<file path="src/rtl/nibble_cpu_pkg.sv">
package nibble_cpu_pkg;

   typedef enum logic [1:0] {
      CS_FADDR,
      CS_FREAD,
      CS_DECIDE,
      CS_DACC
   } cpu_state_e;

   typedef enum logic [2:0] {
      AL_ADD,
      AL_AND,
      AL_NOT,
      AL_INC,
      AL_ROR,
      AL_ASR
   } alu_op_e;

   // opcode group in bits [3:2]
   localparam logic [1:0] GRP_ADD   = 2'b00;
   localparam logic [1:0] GRP_AND   = 2'b01;
   localparam logic [1:0] GRP_UNARY = 2'b10;
   localparam logic [1:0] GRP_LONG  = 2'b11;

   // long-group selector in bits [1:0]
   localparam logic [1:0] LG_XFER   = 2'b00;
   localparam logic [1:0] LG_LOAD   = 2'b01;
   localparam logic [1:0] LG_STORE  = 2'b10;
   localparam logic [1:0] LG_BRANCH = 2'b11;

   function automatic logic [1:0] words_for(input logic [3:0] opc);
      if (opc[3:2] != GRP_LONG)      return 2'd1;
      else if (opc[1:0] == LG_XFER)  return 2'd2;
      else                           return 2'd3;
   endfunction

endpackage

</file>
<file path="src/rtl/nc_alu.sv">
module nc_alu
   import nibble_cpu_pkg::*;
#(
   parameter int DW = 4
) (
   input  alu_op_e       op,
   input  logic [DW-1:0] acc,
   input  logic [DW-1:0] opnd,
   input  logic [DW-1:0] sreg,
   output logic [DW-1:0] res
);

   always_comb begin
      unique case (op)
         AL_ADD:  res = acc + opnd;
         AL_AND:  res = acc & opnd;
         AL_NOT:  res = ~acc;
         AL_INC:  res = acc + DW'(1);
         AL_ROR:  res = {sreg[0], sreg[DW-1:1]};
         AL_ASR:  res = {sreg[DW-1], sreg[DW-1:1]};
         default: res = acc;
      endcase
   end

endmodule

</file>
<file path="src/rtl/nc_regfile.sv">
module nc_regfile #(
   parameter int DW        = 4,
   parameter int NREG      = 4,
   parameter bit CLEAR_RST = 1'b1,
   localparam int IW       = $clog2(NREG)
) (
   input  logic          clk,
   input  logic          rst_n,
   input  logic          wr_en,
   input  logic [IW-1:0] wr_idx,
   input  logic [DW-1:0] wr_data,
   input  logic [IW-1:0] rd_idx,
   output logic [DW-1:0] rd_data,
   output logic [DW-1:0] acc,
   output logic [DW-1:0] sreg
);

   logic [DW-1:0] regs [NREG];

   for (genvar g = 0; g < NREG; g++) begin : g_reg
      logic [DW-1:0] q;
      logic          hit;
      assign hit = wr_en && (wr_idx == IW'(g));
      if (CLEAR_RST) begin : g_clr
         always_ff @(posedge clk or negedge rst_n) begin
            if (!rst_n)   q <= '0;
            else if (hit) q <= wr_data;
         end
      end else begin : g_keep
         always_ff @(posedge clk) begin
            if (hit) q <= wr_data;
         end
      end
      assign regs[g] = q;
   end

   assign rd_data = regs[rd_idx];
   assign acc     = regs[0];
   assign sreg    = regs[1];

endmodule

</file>
<file path="src/rtl/nc_ctrl.sv">
module nc_ctrl
   import nibble_cpu_pkg::*;
#(
   parameter int DW = 4,
   parameter int AW = 8,
   parameter int IW = 2
) (
   input  logic          clk,
   input  logic          rst_n,
   output logic          mem_req,
   output logic          mem_rw,
   output logic [AW-1:0] mem_addr,
   output logic [DW-1:0] mem_wdata,
   input  logic [DW-1:0] mem_rdata,
   input  logic          mem_wait,
   input  logic [DW-1:0] acc,
   input  logic [DW-1:0] rd_data,
   input  logic [DW-1:0] alu_res,
   output alu_op_e       alu_op,
   output logic [IW-1:0] rd_idx,
   output logic          wr_en,
   output logic [IW-1:0] wr_idx,
   output logic [DW-1:0] wr_data,
   output logic [DW-1:0] ir1_o,
   output logic [DW-1:0] ir2_o
);

   cpu_state_e    state_q;
   logic [AW-1:0] pc_q, mar_q;
   logic [DW-1:0] ir0_q, ir1_q, ir2_q;
   logic [1:0]    widx_q;
   logic          last_word;
   logic [AW-1:0] op_addr;

   assign last_word = (2'(widx_q + 2'd1) == words_for(ir0_q[3:0]));
   assign op_addr   = {ir1_q, ir2_q};
   assign ir1_o     = ir1_q;
   assign ir2_o     = ir2_q;

   assign mem_req   = (state_q == CS_FREAD) || (state_q == CS_DACC);
   assign mem_rw    = !((state_q == CS_DACC) && (ir0_q[1:0] == LG_STORE));
   assign mem_addr  = mar_q;
   assign mem_wdata = acc;

   assign rd_idx = (ir0_q[3:2] == GRP_LONG) ? IW'(ir1_q[1:0]) : IW'(ir0_q[1:0]);

   always_comb begin
      unique case (ir0_q[3:2])
         GRP_ADD: alu_op = AL_ADD;
         GRP_AND: alu_op = AL_AND;
         GRP_UNARY: begin
            unique case (ir0_q[1:0])
               2'b00:   alu_op = AL_NOT;
               2'b01:   alu_op = AL_INC;
               2'b10:   alu_op = AL_ROR;
               default: alu_op = AL_ASR;
            endcase
         end
         default: alu_op = AL_ADD;
      endcase
   end

   always_comb begin
      wr_en   = 1'b0;
      wr_idx  = '0;
      wr_data = alu_res;
      if (state_q == CS_DECIDE && last_word) begin
         unique case (ir0_q[3:2])
            GRP_ADD, GRP_AND: wr_en = 1'b1;
            GRP_UNARY: begin
               wr_en  = 1'b1;
               wr_idx = ir0_q[1] ? IW'(1) : IW'(0);
            end
            default: begin
               if (ir0_q[1:0] == LG_XFER) begin
                  wr_en   = 1'b1;
                  wr_idx  = IW'(ir1_q[3:2]);
                  wr_data = rd_data;
               end
            end
         endcase
      end else if (state_q == CS_DACC && !mem_wait && ir0_q[1:0] == LG_LOAD) begin
         wr_en   = 1'b1;
         wr_data = mem_rdata;
      end
   end

   always_ff @(posedge clk or negedge rst_n) begin
      if (!rst_n) begin
         state_q <= CS_FADDR;
         pc_q    <= '0;
         mar_q   <= '0;
         ir0_q   <= '0;
         ir1_q   <= '0;
         ir2_q   <= '0;
         widx_q  <= '0;
      end else begin
         unique case (state_q)
            CS_FADDR: begin
               mar_q   <= pc_q;
               pc_q    <= pc_q + AW'(1);
               state_q <= CS_FREAD;
            end
            CS_FREAD: begin
               if (!mem_wait) begin
                  unique case (widx_q)
                     2'd0:    ir0_q <= mem_rdata;
                     2'd1:    ir1_q <= mem_rdata;
                     default: ir2_q <= mem_rdata;
                  endcase
                  state_q <= CS_DECIDE;
               end
            end
            CS_DECIDE: begin
               state_q <= CS_FADDR;
               if (!last_word) begin
                  widx_q <= widx_q + 2'd1;
               end else begin
                  widx_q <= '0;
                  if (ir0_q[3:2] == GRP_LONG) begin
                     unique case (ir0_q[1:0])
                        LG_LOAD, LG_STORE: begin
                           mar_q   <= op_addr;
                           state_q <= CS_DACC;
                        end
                        LG_BRANCH: if (acc[DW-1]) pc_q <= op_addr;
                        default: ;
                     endcase
                  end
               end
            end
            default: begin
               if (!mem_wait) state_q <= CS_FADDR;
            end
         endcase
      end
   end

endmodule

</file>
<file path="src/rtl/nibble_cpu.sv">
module nibble_cpu
   import nibble_cpu_pkg::*;
#(
   parameter int DATA_W     = 4,
   parameter int ADDR_W     = 8,
   parameter int NUM_REGS   = 4,
   parameter bit CLEAR_REGS = 1'b1
) (
   input  logic              clk,
   input  logic              rst_n,
   output logic              mem_req,
   output logic              mem_rw,
   output logic [ADDR_W-1:0] mem_addr,
   output logic [DATA_W-1:0] mem_wdata,
   input  logic [DATA_W-1:0] mem_rdata,
   input  logic              mem_wait
);

   localparam int IW = $clog2(NUM_REGS);

   if (DATA_W != 4) begin : g_bad_dw
      $error("nibble_cpu: instruction encoding needs DATA_W == 4");
   end
   if (ADDR_W != 2 * DATA_W) begin : g_bad_aw
      $error("nibble_cpu: ADDR_W must be two operand words");
   end
   if (NUM_REGS != 4) begin : g_bad_nr
      $error("nibble_cpu: register fields are two bits wide");
   end

   alu_op_e           alu_op;
   logic [IW-1:0]     rd_idx, wr_idx;
   logic              wr_en;
   logic [DATA_W-1:0] wr_data, rd_data, acc, sreg, alu_res;
   logic [DATA_W-1:0] ir1_w, ir2_w;

   nc_regfile #(.DW(DATA_W), .NREG(NUM_REGS), .CLEAR_RST(CLEAR_REGS)) u_rf (
      .clk     (clk),
      .rst_n   (rst_n),
      .wr_en   (wr_en),
      .wr_idx  (wr_idx),
      .wr_data (wr_data),
      .rd_idx  (rd_idx),
      .rd_data (rd_data),
      .acc     (acc),
      .sreg    (sreg)
   );

   nc_alu #(.DW(DATA_W)) u_alu (
      .op   (alu_op),
      .acc  (acc),
      .opnd (rd_data),
      .sreg (sreg),
      .res  (alu_res)
   );

   nc_ctrl #(.DW(DATA_W), .AW(ADDR_W), .IW(IW)) u_ctrl (
      .clk       (clk),
      .rst_n     (rst_n),
      .mem_req   (mem_req),
      .mem_rw    (mem_rw),
      .mem_addr  (mem_addr),
      .mem_wdata (mem_wdata),
      .mem_rdata (mem_rdata),
      .mem_wait  (mem_wait),
      .acc       (acc),
      .rd_data   (rd_data),
      .alu_res   (alu_res),
      .alu_op    (alu_op),
      .rd_idx    (rd_idx),
      .wr_en     (wr_en),
      .wr_idx    (wr_idx),
      .wr_data   (wr_data),
      .ir1_o     (ir1_w),
      .ir2_o     (ir2_w)
   );

endmodule

</file>
<file path="config.mk">
export PLATFORM = sky130hd
export DESIGN_NAME = nibble_cpu
export DESIGN_NICKNAME = d
export VERILOG_FILES = /design/src/rtl/nibble_cpu_pkg.sv /design/src/rtl/nc_alu.sv /design/src/rtl/nc_regfile.sv /design/src/rtl/nc_ctrl.sv /design/src/rtl/nibble_cpu.sv
export SDC_FILE = /design/constraint.sdc
export NUM_CORES = 1
export LEC_CHECK = 0
export ABC_AREA = 1
export BUFFER_PORTS_ARGS = -buffer_cell sky130_fd_sc_hd__buf_2
export CAP_MARGIN = 20
export CORE_UTILIZATION = 55
export CTS_CLUSTER_DIAMETER = 150
export DETAILED_ROUTE_END_ITERATION = 7
export MAX_ROUTING_LAYER = met4
export PLACE_DENSITY = 0.71
export SLEW_MARGIN = 20
export SYNTH_ARGS = -nofsm -noshare
export SYNTH_HDL_FRONTEND = slang
export SYNTH_HIERARCHICAL = 1
export SYNTH_SLANG_ARGS = --single-unit
export TNS_END_PERCENT = 50
</file>
<file path="constraint.sdc">
create_clock -name clk -period 7.3 [get_ports clk]
set_input_delay 2.19 -clock clk [delete_from_list [all_inputs] [get_ports clk]]
set_output_delay 2.19 -clock clk [all_outputs]
set_load 0.02 [all_outputs]
</file>
==> impl_metrics.tcl, run 1 <==
set metrics [dict create \
    max_slew_margin_pct 38.6 \
    cp_slowest_stage_delay_ps 730 \
    clock_power_share_pct 13.4 \
    insertion_delay_ps 300 \
    hold_end "u_ctrl/mem_addr[2]" \
    crit_type "flop to flop" \
    maxCapViolCount 0 \
    netlist_instances 478 \
    setup-violations-final 0 \
    instances_no_fill 568 \
    wl_um 7660 \
    coreArea_um2 5640 \
    synth_fp_nets 501 \
    hpwlAfterDp_um 5690 \
    ys_ff_latch 48 \
    power_density_nw_per_um2 443 \
    die_x_um 79.4 \
    gp_congestion 0.923 \
    rows 27 \
    synth.yosys.seq_area_share_pct 36.4 \
    max_freq_mhz 251 \
    dr.pass1.iters 4 \
    multi_input_area_um2 1730 \
    dieArea_um2 6310 \
    p_int_uw 771 \
    netlist_area_um2 3300 \
    grt_use_total_pct 27.9 \
    start_kind "flop" \
    avgSynthCellArea_um2 6.90 \
    regArea_um2 1200 \
    clk_pin_slew_ps 90 \
    worst_slew_pin_slew_ps 913 \
    finalSetupTns_ps 0 \
    path_buf_inv 0 \
    synth_area_leaders "dfrtp_1, nand2_1, inv_1, ha_1, nand3_1" \
    synth_top_cell_by_area "dfrtp_1" \
    fin_worst_skew_ps 2.35 \
    vdd_drop_max_mv 0.245 \
    htree_levels 2 \
    cp.arrival_ps 4170 \
    first_global_vias 2775 \
    antenna_found_initial 0 \
    swShare_pct 50.9 \
    io_buffer_count 20 \
    grt_max_degree 49 \
    die_y_um 79.4 \
    cp-end-kind "flop" \
    cts_resized 0 \
    yosys_warnings 6 \
    r2r_slack_ps 3320 \
    finalPower_uw 1570 \
    area_delta_synth_final_pct 7.55 \
    cp.required_ps 7490 \
    path_max_fanout 9 \
    cpMostUsedCell "nand2_1" \
    timing.final.crit_share_pct 54.5 \
    crit_path_cell_trace "ha_1, o21ai_0, nand2_1, nand3_1, nand2_1, or2_2, ha_1, fa_1, or2_2, a31oi_1, o21ai_0, nand2_1, o21ai_0, nand2_1, nand2_1, nand4_1, nand2_1" \
    crit_family "simple AND/OR/NAND/NOR gates" \
    globalRouteOverflowTotal 0 \
    p_leak_uw 0.00188 \
    drt_iter0_markers 221 \
    start_util_pct 58.5 \
    hold_buffers 0 \
    vias 3018 \
    n_antenna_cell 0 \
    drc_errors 0 \
    numCtsBuffers 5 \
    postCtsSetupBuffers 0 \
    yosysTopAreaCellShare_pct 36.4 \
    cts_max_path_buffers 2 \
    synth_cell_types 31 \
    cts.sink_count 48 \
    drive_gt1_share_pct 12.7 \
    cp_slowest_cell "o21ai_0" \
    run_status "completed" \
    fin_nets 518 \
    ant_nets 0 \
    nFillCells 530 \
    finalHoldViolCount 0 \
    wl_per_cell_um 13.5 \
    regToRegStartpoint "u_ctrl/ir0_q[2]" \
    period_minus_slack_ps 3980 \
    dp.cells 560 \
    rsz0062_at_grt "no" \
    worstReg2RegEnd "u_rf/sreg[2]" \
    min_from "u_ctrl/mem_addr[2]" \
    switchingPower_uw 800 \
    grt_pass1_wl_um 13200 \
    hold_class "flop to flop" \
    pwr-share-seq_pct 28.5 \
    vias_per_cell 5.31 \
    min_path_cells 2 \
    ios 21 \
    cts_root_buf "clkbuf_8" \
    comb_power_share_pct 58.0 \
    report.final.slew_viol_count 0 \
    cts_tree "done" \
    r2r_cells 17 \
]
-- kinds of logic after synthesis --
logic type,synth area share (%)
flip-flops,36.4
AO/OA/AOI/OAI,9.07
XOR/XNOR,0.531
adder cells (fa/ha/maj),6.30
AND/OR/NAND/NOR,36.5
buffers and inverters,11.2
-- per-stage QoR --
| stage | worst slack [ps] | area (um2) | hold WS [ps] | util [%] |
|---|---|---|---|---|
| floorplan | 4070 | 3300 | 442 | - |
| global placement | 3550 | 3420 | 448 | 60.6 |
| detailed placement | 3440 | 3420 | 453 | 60.6 |
| CTS | 3410 | 3550 | 476 | 62.9 |
| global route | 2910 | 3550 | 496 | 62.9 |
| finish | 3320 | 3550 | 474 | 62.9 |
-- cell usage in the layout, fill, tap and decap left out --
| cell type | n |
|---|---|
| nor2_2 | 2 |
| buf_2 | 20 |
| nand3_1 | 37 |
| nor2_1 | 21 |
| xnor2_1 | 2 |
| nand4_1 | 15 |
| o21ai_2 | 4 |
| inv_4 | 3 |
| fa_1 | 1 |
| dfrtp_1 | 48 |
| buf_4 | 3 |
| nand2_1 | 178 |
| inv_2 | 5 |
| a31oi_1 | 1 |
| nor3_4 | 1 |
| a21oi_2 | 1 |
| nor4_1 | 1 |
| o21ai_1 | 5 |
| bufinv_16 | 1 |
| inv_1 | 64 |
| nand3_4 | 1 |
| o22ai_1 | 3 |
| nor3_1 | 1 |
| o21ai_0 | 33 |
| nand2_2 | 6 |
| or2_2 | 2 |
| clkbuf_8 | 7 |
| nand3_2 | 6 |
| nand2_4 | 1 |
| ha_1 | 15 |
| a21oi_1 | 8 |
-- power by group through the flow --
| stage | sequential (uW) | combinational, uW | clock, uW |
|---|---|---|---|
| after floorplan | 440 | 710 | 0 |
| after global routing | 462 | 1040 | 228 |
| after CTS | 448 | 903 | 218 |
| after global placement | 450 | 883 | 0 |
| after detailed placement | 452 | 897 | 0 |
| final | 448 | 912 | 211 |
-- state kept, by name (all words and copies together), names as in the netlist, 4 cells and up --
signal           count
u_rf/g.q             8
u_ctrl/mem_addr      8
u_ctrl/ir0_q         4
u_ctrl/pc_q          8
u_ctrl/ir2_o         4
u_ctrl/ir1_o         4
u_rf/acc             4
u_rf/sreg            4
-- how the worst max path moves through the flow --
| stage | start | end | slack (ps) | depth (start not counted) |
|---|---|---|---|---|
| after floorplan | u_ctrl/ir0_q[2] | u_rf/g_reg[2].q[2] | 4070 | 16 |
| after global placement | u_ctrl/ir0_q[2] | u_rf/acc[2] | 3550 | 17 |
| after detailed placement | u_ctrl/ir0_q[2] | u_rf/sreg[2] | 3440 | 17 |
| after CTS | u_ctrl/ir0_q[2] | u_rf/sreg[2] | 3410 | 17 |
| after global routing | u_ctrl/ir0_q[2] | u_rf/sreg[2] | 2910 | 17 |
| final | u_ctrl/ir0_q[2] | u_rf/sreg[2] | 3320 | 17 |
-- tightest hold or removal path: stages, from the launching register on --
cell,delay (ps)
dfrtp_1,350
nand2_1,50
nand2_1,40
-- area by class of cell --
cell class / count / share of cell area, %
clock buffers: 7 / 2.72
inverters: 72 / 7.83
clock inverters: 1 / 0.847
flip-flops and latches: 48 / 33.9
repair buffers: 23 / 3.46
well taps: 72 / 2.54
multi-input cells: 345 / 48.7
-- cell usage after synthesis, drive strengths merged --
library cell,count
inv,72
nand2,185
o21ai,42
fa,1
o22ai,3
nand3,44
nor3,2
ha,15
nand4,15
a31oi,1
buf,12
a21oi,9
xnor2,2
nor2,23
clkbuf,1
dfrtp,48
or2,2
nor4,1
-- layer usage --
layer | track usage, % | vias up | wire length, um
li1 | - | 1542 | -
met1 | 40.2 | 1385 | 3790
met2 | 41.7 | 85 | 3360
met3 | 3.89 | 6 | 446
met4 | 6.55 | 0 | 63
met5 | - | - | 0
(Power assumes the default switching activity.)
==> run 2: changes to the inputs <==
PLACE_DENSITY = 0.74   (was 0.71)
clock period = 3.6 ns   (was 7.3 ns; I/O delays follow)
==> run 2 against run 1 <==
Net effect: final area rose by 2.5%; core utilization rose by 1.6 points; sequential share of layout area fell by 0.80 points; via count up 3.1%; critical endpoint is now u_rf/acc[2]; register-to-register slack got worse by 3100 ps; clock power up 95%; global-route usage up 0.67 points; clock-buffer cell count down 1; largest cell class unchanged; first-iteration DRC count rose by 15%; flip-flop and latch count stayed put; combinational power grew 120%; highest routed layer unchanged; non-clock buffer count rose by 10.
==> impl_metrics.tcl, run 2 (synthesis gave the netlist of run 1 again) <==
set metrics [dict create \
    fin_util_pct 64.5 \
    dp.cells 567 \
    p_leak_uw 0.00192 \
    antenna_found_initial 0 \
    die_x_um 79.4 \
    fin_worst_skew_ps 12.6 \
    insertion_delay_ps 310 \
    grt_use_total_pct 28.6 \
    gp_congestion 0.910 \
    ios 21 \
    grt_pass1_wl_um 13500 \
    power_density_nw_per_um2 902 \
    hold_ws_ps 474 \
    fin_nets 528 \
    rsz0062_at_grt "no" \
    period_minus_slack_ps 3350 \
    final_common_cell "nand2_1" \
    ant_nets 0 \
    area_delta_synth_final_pct 10.3 \
    io_buffer_count 20 \
    wl_um 7980 \
    final_cell_mix "nand2_1, inv_1, dfrtp_1" \
    path_max_fanout 6 \
    cp-end-kind "flop" \
    cts_tree "done" \
    instances_no_fill 578 \
    drc_errors 0 \
    hpwlAfterDp_um 5930 \
    coreArea_um2 5640 \
    maxCapViolCount 0 \
    hold_class "flop to flop" \
    numCtsBuffers 5 \
    finalHoldViolCount 0 \
    n_antenna_cell 0 \
    worst_slew_pin_slew_ps 599 \
    clk_pin_slew_ps 100 \
    timing.final.crit_share_pct 93.1 \
    run_status "completed" \
    report.final.slew_viol_count 0 \
    vias_per_cell 5.39 \
    vdd_drop_max_mv 0.476 \
    globalRouteOverflowTotal 0 \
    first_global_vias 2813 \
    die_y_um 79.4 \
    wl_per_cell_um 13.8 \
    cp.arrival_ps 3540 \
    grt_max_degree 49 \
    cp.required_ps 3790 \
    cts.sink_count 48 \
    max_freq_mhz 298 \
    dieArea_um2 6310 \
    start_kind "flop" \
    finalSetupTns_ps 0 \
    max_slew_margin_pct 60.0 \
    cts_root_buf "clkbuf_8" \
    vias 3113 \
    hold_buffers 0 \
    drive_gt1_share_pct 16.0 \
    crit_type "flop to flop" \
    htree_levels 2 \
    setup-violations-final 0 \
    rows 27 \
    drt_iter0_markers 254 \
    start_util_pct 58.5 \
    dr.pass1.iters 8 \
    cts_max_path_buffers 2 \
]
[run 2: stage by stage]
stage / worst slack (ps) / power (uW) / area (um2)
finish: 250 / 3280 / 3640
global route: 5.34 / 3590 / 3640
CTS: 80.7 / 3210 / 3590
detailed placement: 56.5 / 2780 / 3470
global placement: 155 / 2740 / 3470
floorplan: 371 / 2330 / 3300
[run 2: path summary, 6_finish.rpt]
path | startpoint | to | slack (ps) | cells past startpoint
max in group asynchronous | rst_n | u_ctrl/ir0_q[1] | 2400 | 1
min in group asynchronous | rst_n | u_ctrl/mem_addr[3] | 760 | 1
worst min-delay path | u_rf/g_reg[2].q[3] | u_rf/g_reg[2].q[3] | 470 | 2
worst max-delay path | u_ctrl/ir0_q[2] | u_rf/acc[2] | 250 | 17
worst max register to register | u_ctrl/ir0_q[2] | u_rf/acc[2] | 250 | 17
worst min register to register | u_rf/g_reg[2].q[3] | u_rf/g_reg[2].q[3] | 470 | 2
[run 2: timing repair]
item                                   CTS  global route
endpoints found under the hold margin    0             0
setup endpoints to repair                1             9
pin swaps                                0             1
gates resized for setup                  1             9
buffers inserted                         0             3
[run 2: area by class of cell]
cell class / count / area (um2)
fillers: 510 / 2000
multi-input cells: 345 / 1750
flip-flops and latches: 48 / 1200
inverters: 72 / 278
repair buffers: 33 / 200
well taps: 72 / 90.1
clock buffers: 6 / 82.6
clock inverters: 2 / 38.8
[run 2: metal layers]
metal | vias to the layer above | share of wire, % | track usage [%] | wire length, um
met1 | 1446 | 48 | 40.0 | 3860
met5 | - | 0 | - | 0
li1 | 1566 | - | - | -
met2 | 93 | 45 | 42.8 | 3630
met4 | 0 | 1.2 | 9.09 | 93
met3 | 8 | 5.0 | 4.23 | 403
[run 2: report_power, final]
part,switching (uW),internal [uW],total [uW]
logic,1290,672,1970
clock network,184,227,411
registers,188,715,903
total,1670,1610,3280
[run 2: critical path, cell delays in order, from the launching register on]
cell     delay (ps)
dfrtp_1         400
ha_2            200
o21ai_1         410
nand2_1         100
nand3_1          90
nand2_1          70
or2_2           300
ha_1            210
fa_1            380
or2_2           300
a31oi_1         160
o21ai_1         110
nand2_1          80
o21ai_0          80
nand2_1          80
nand2_2          90
nand4_1         100
nand2_1          70
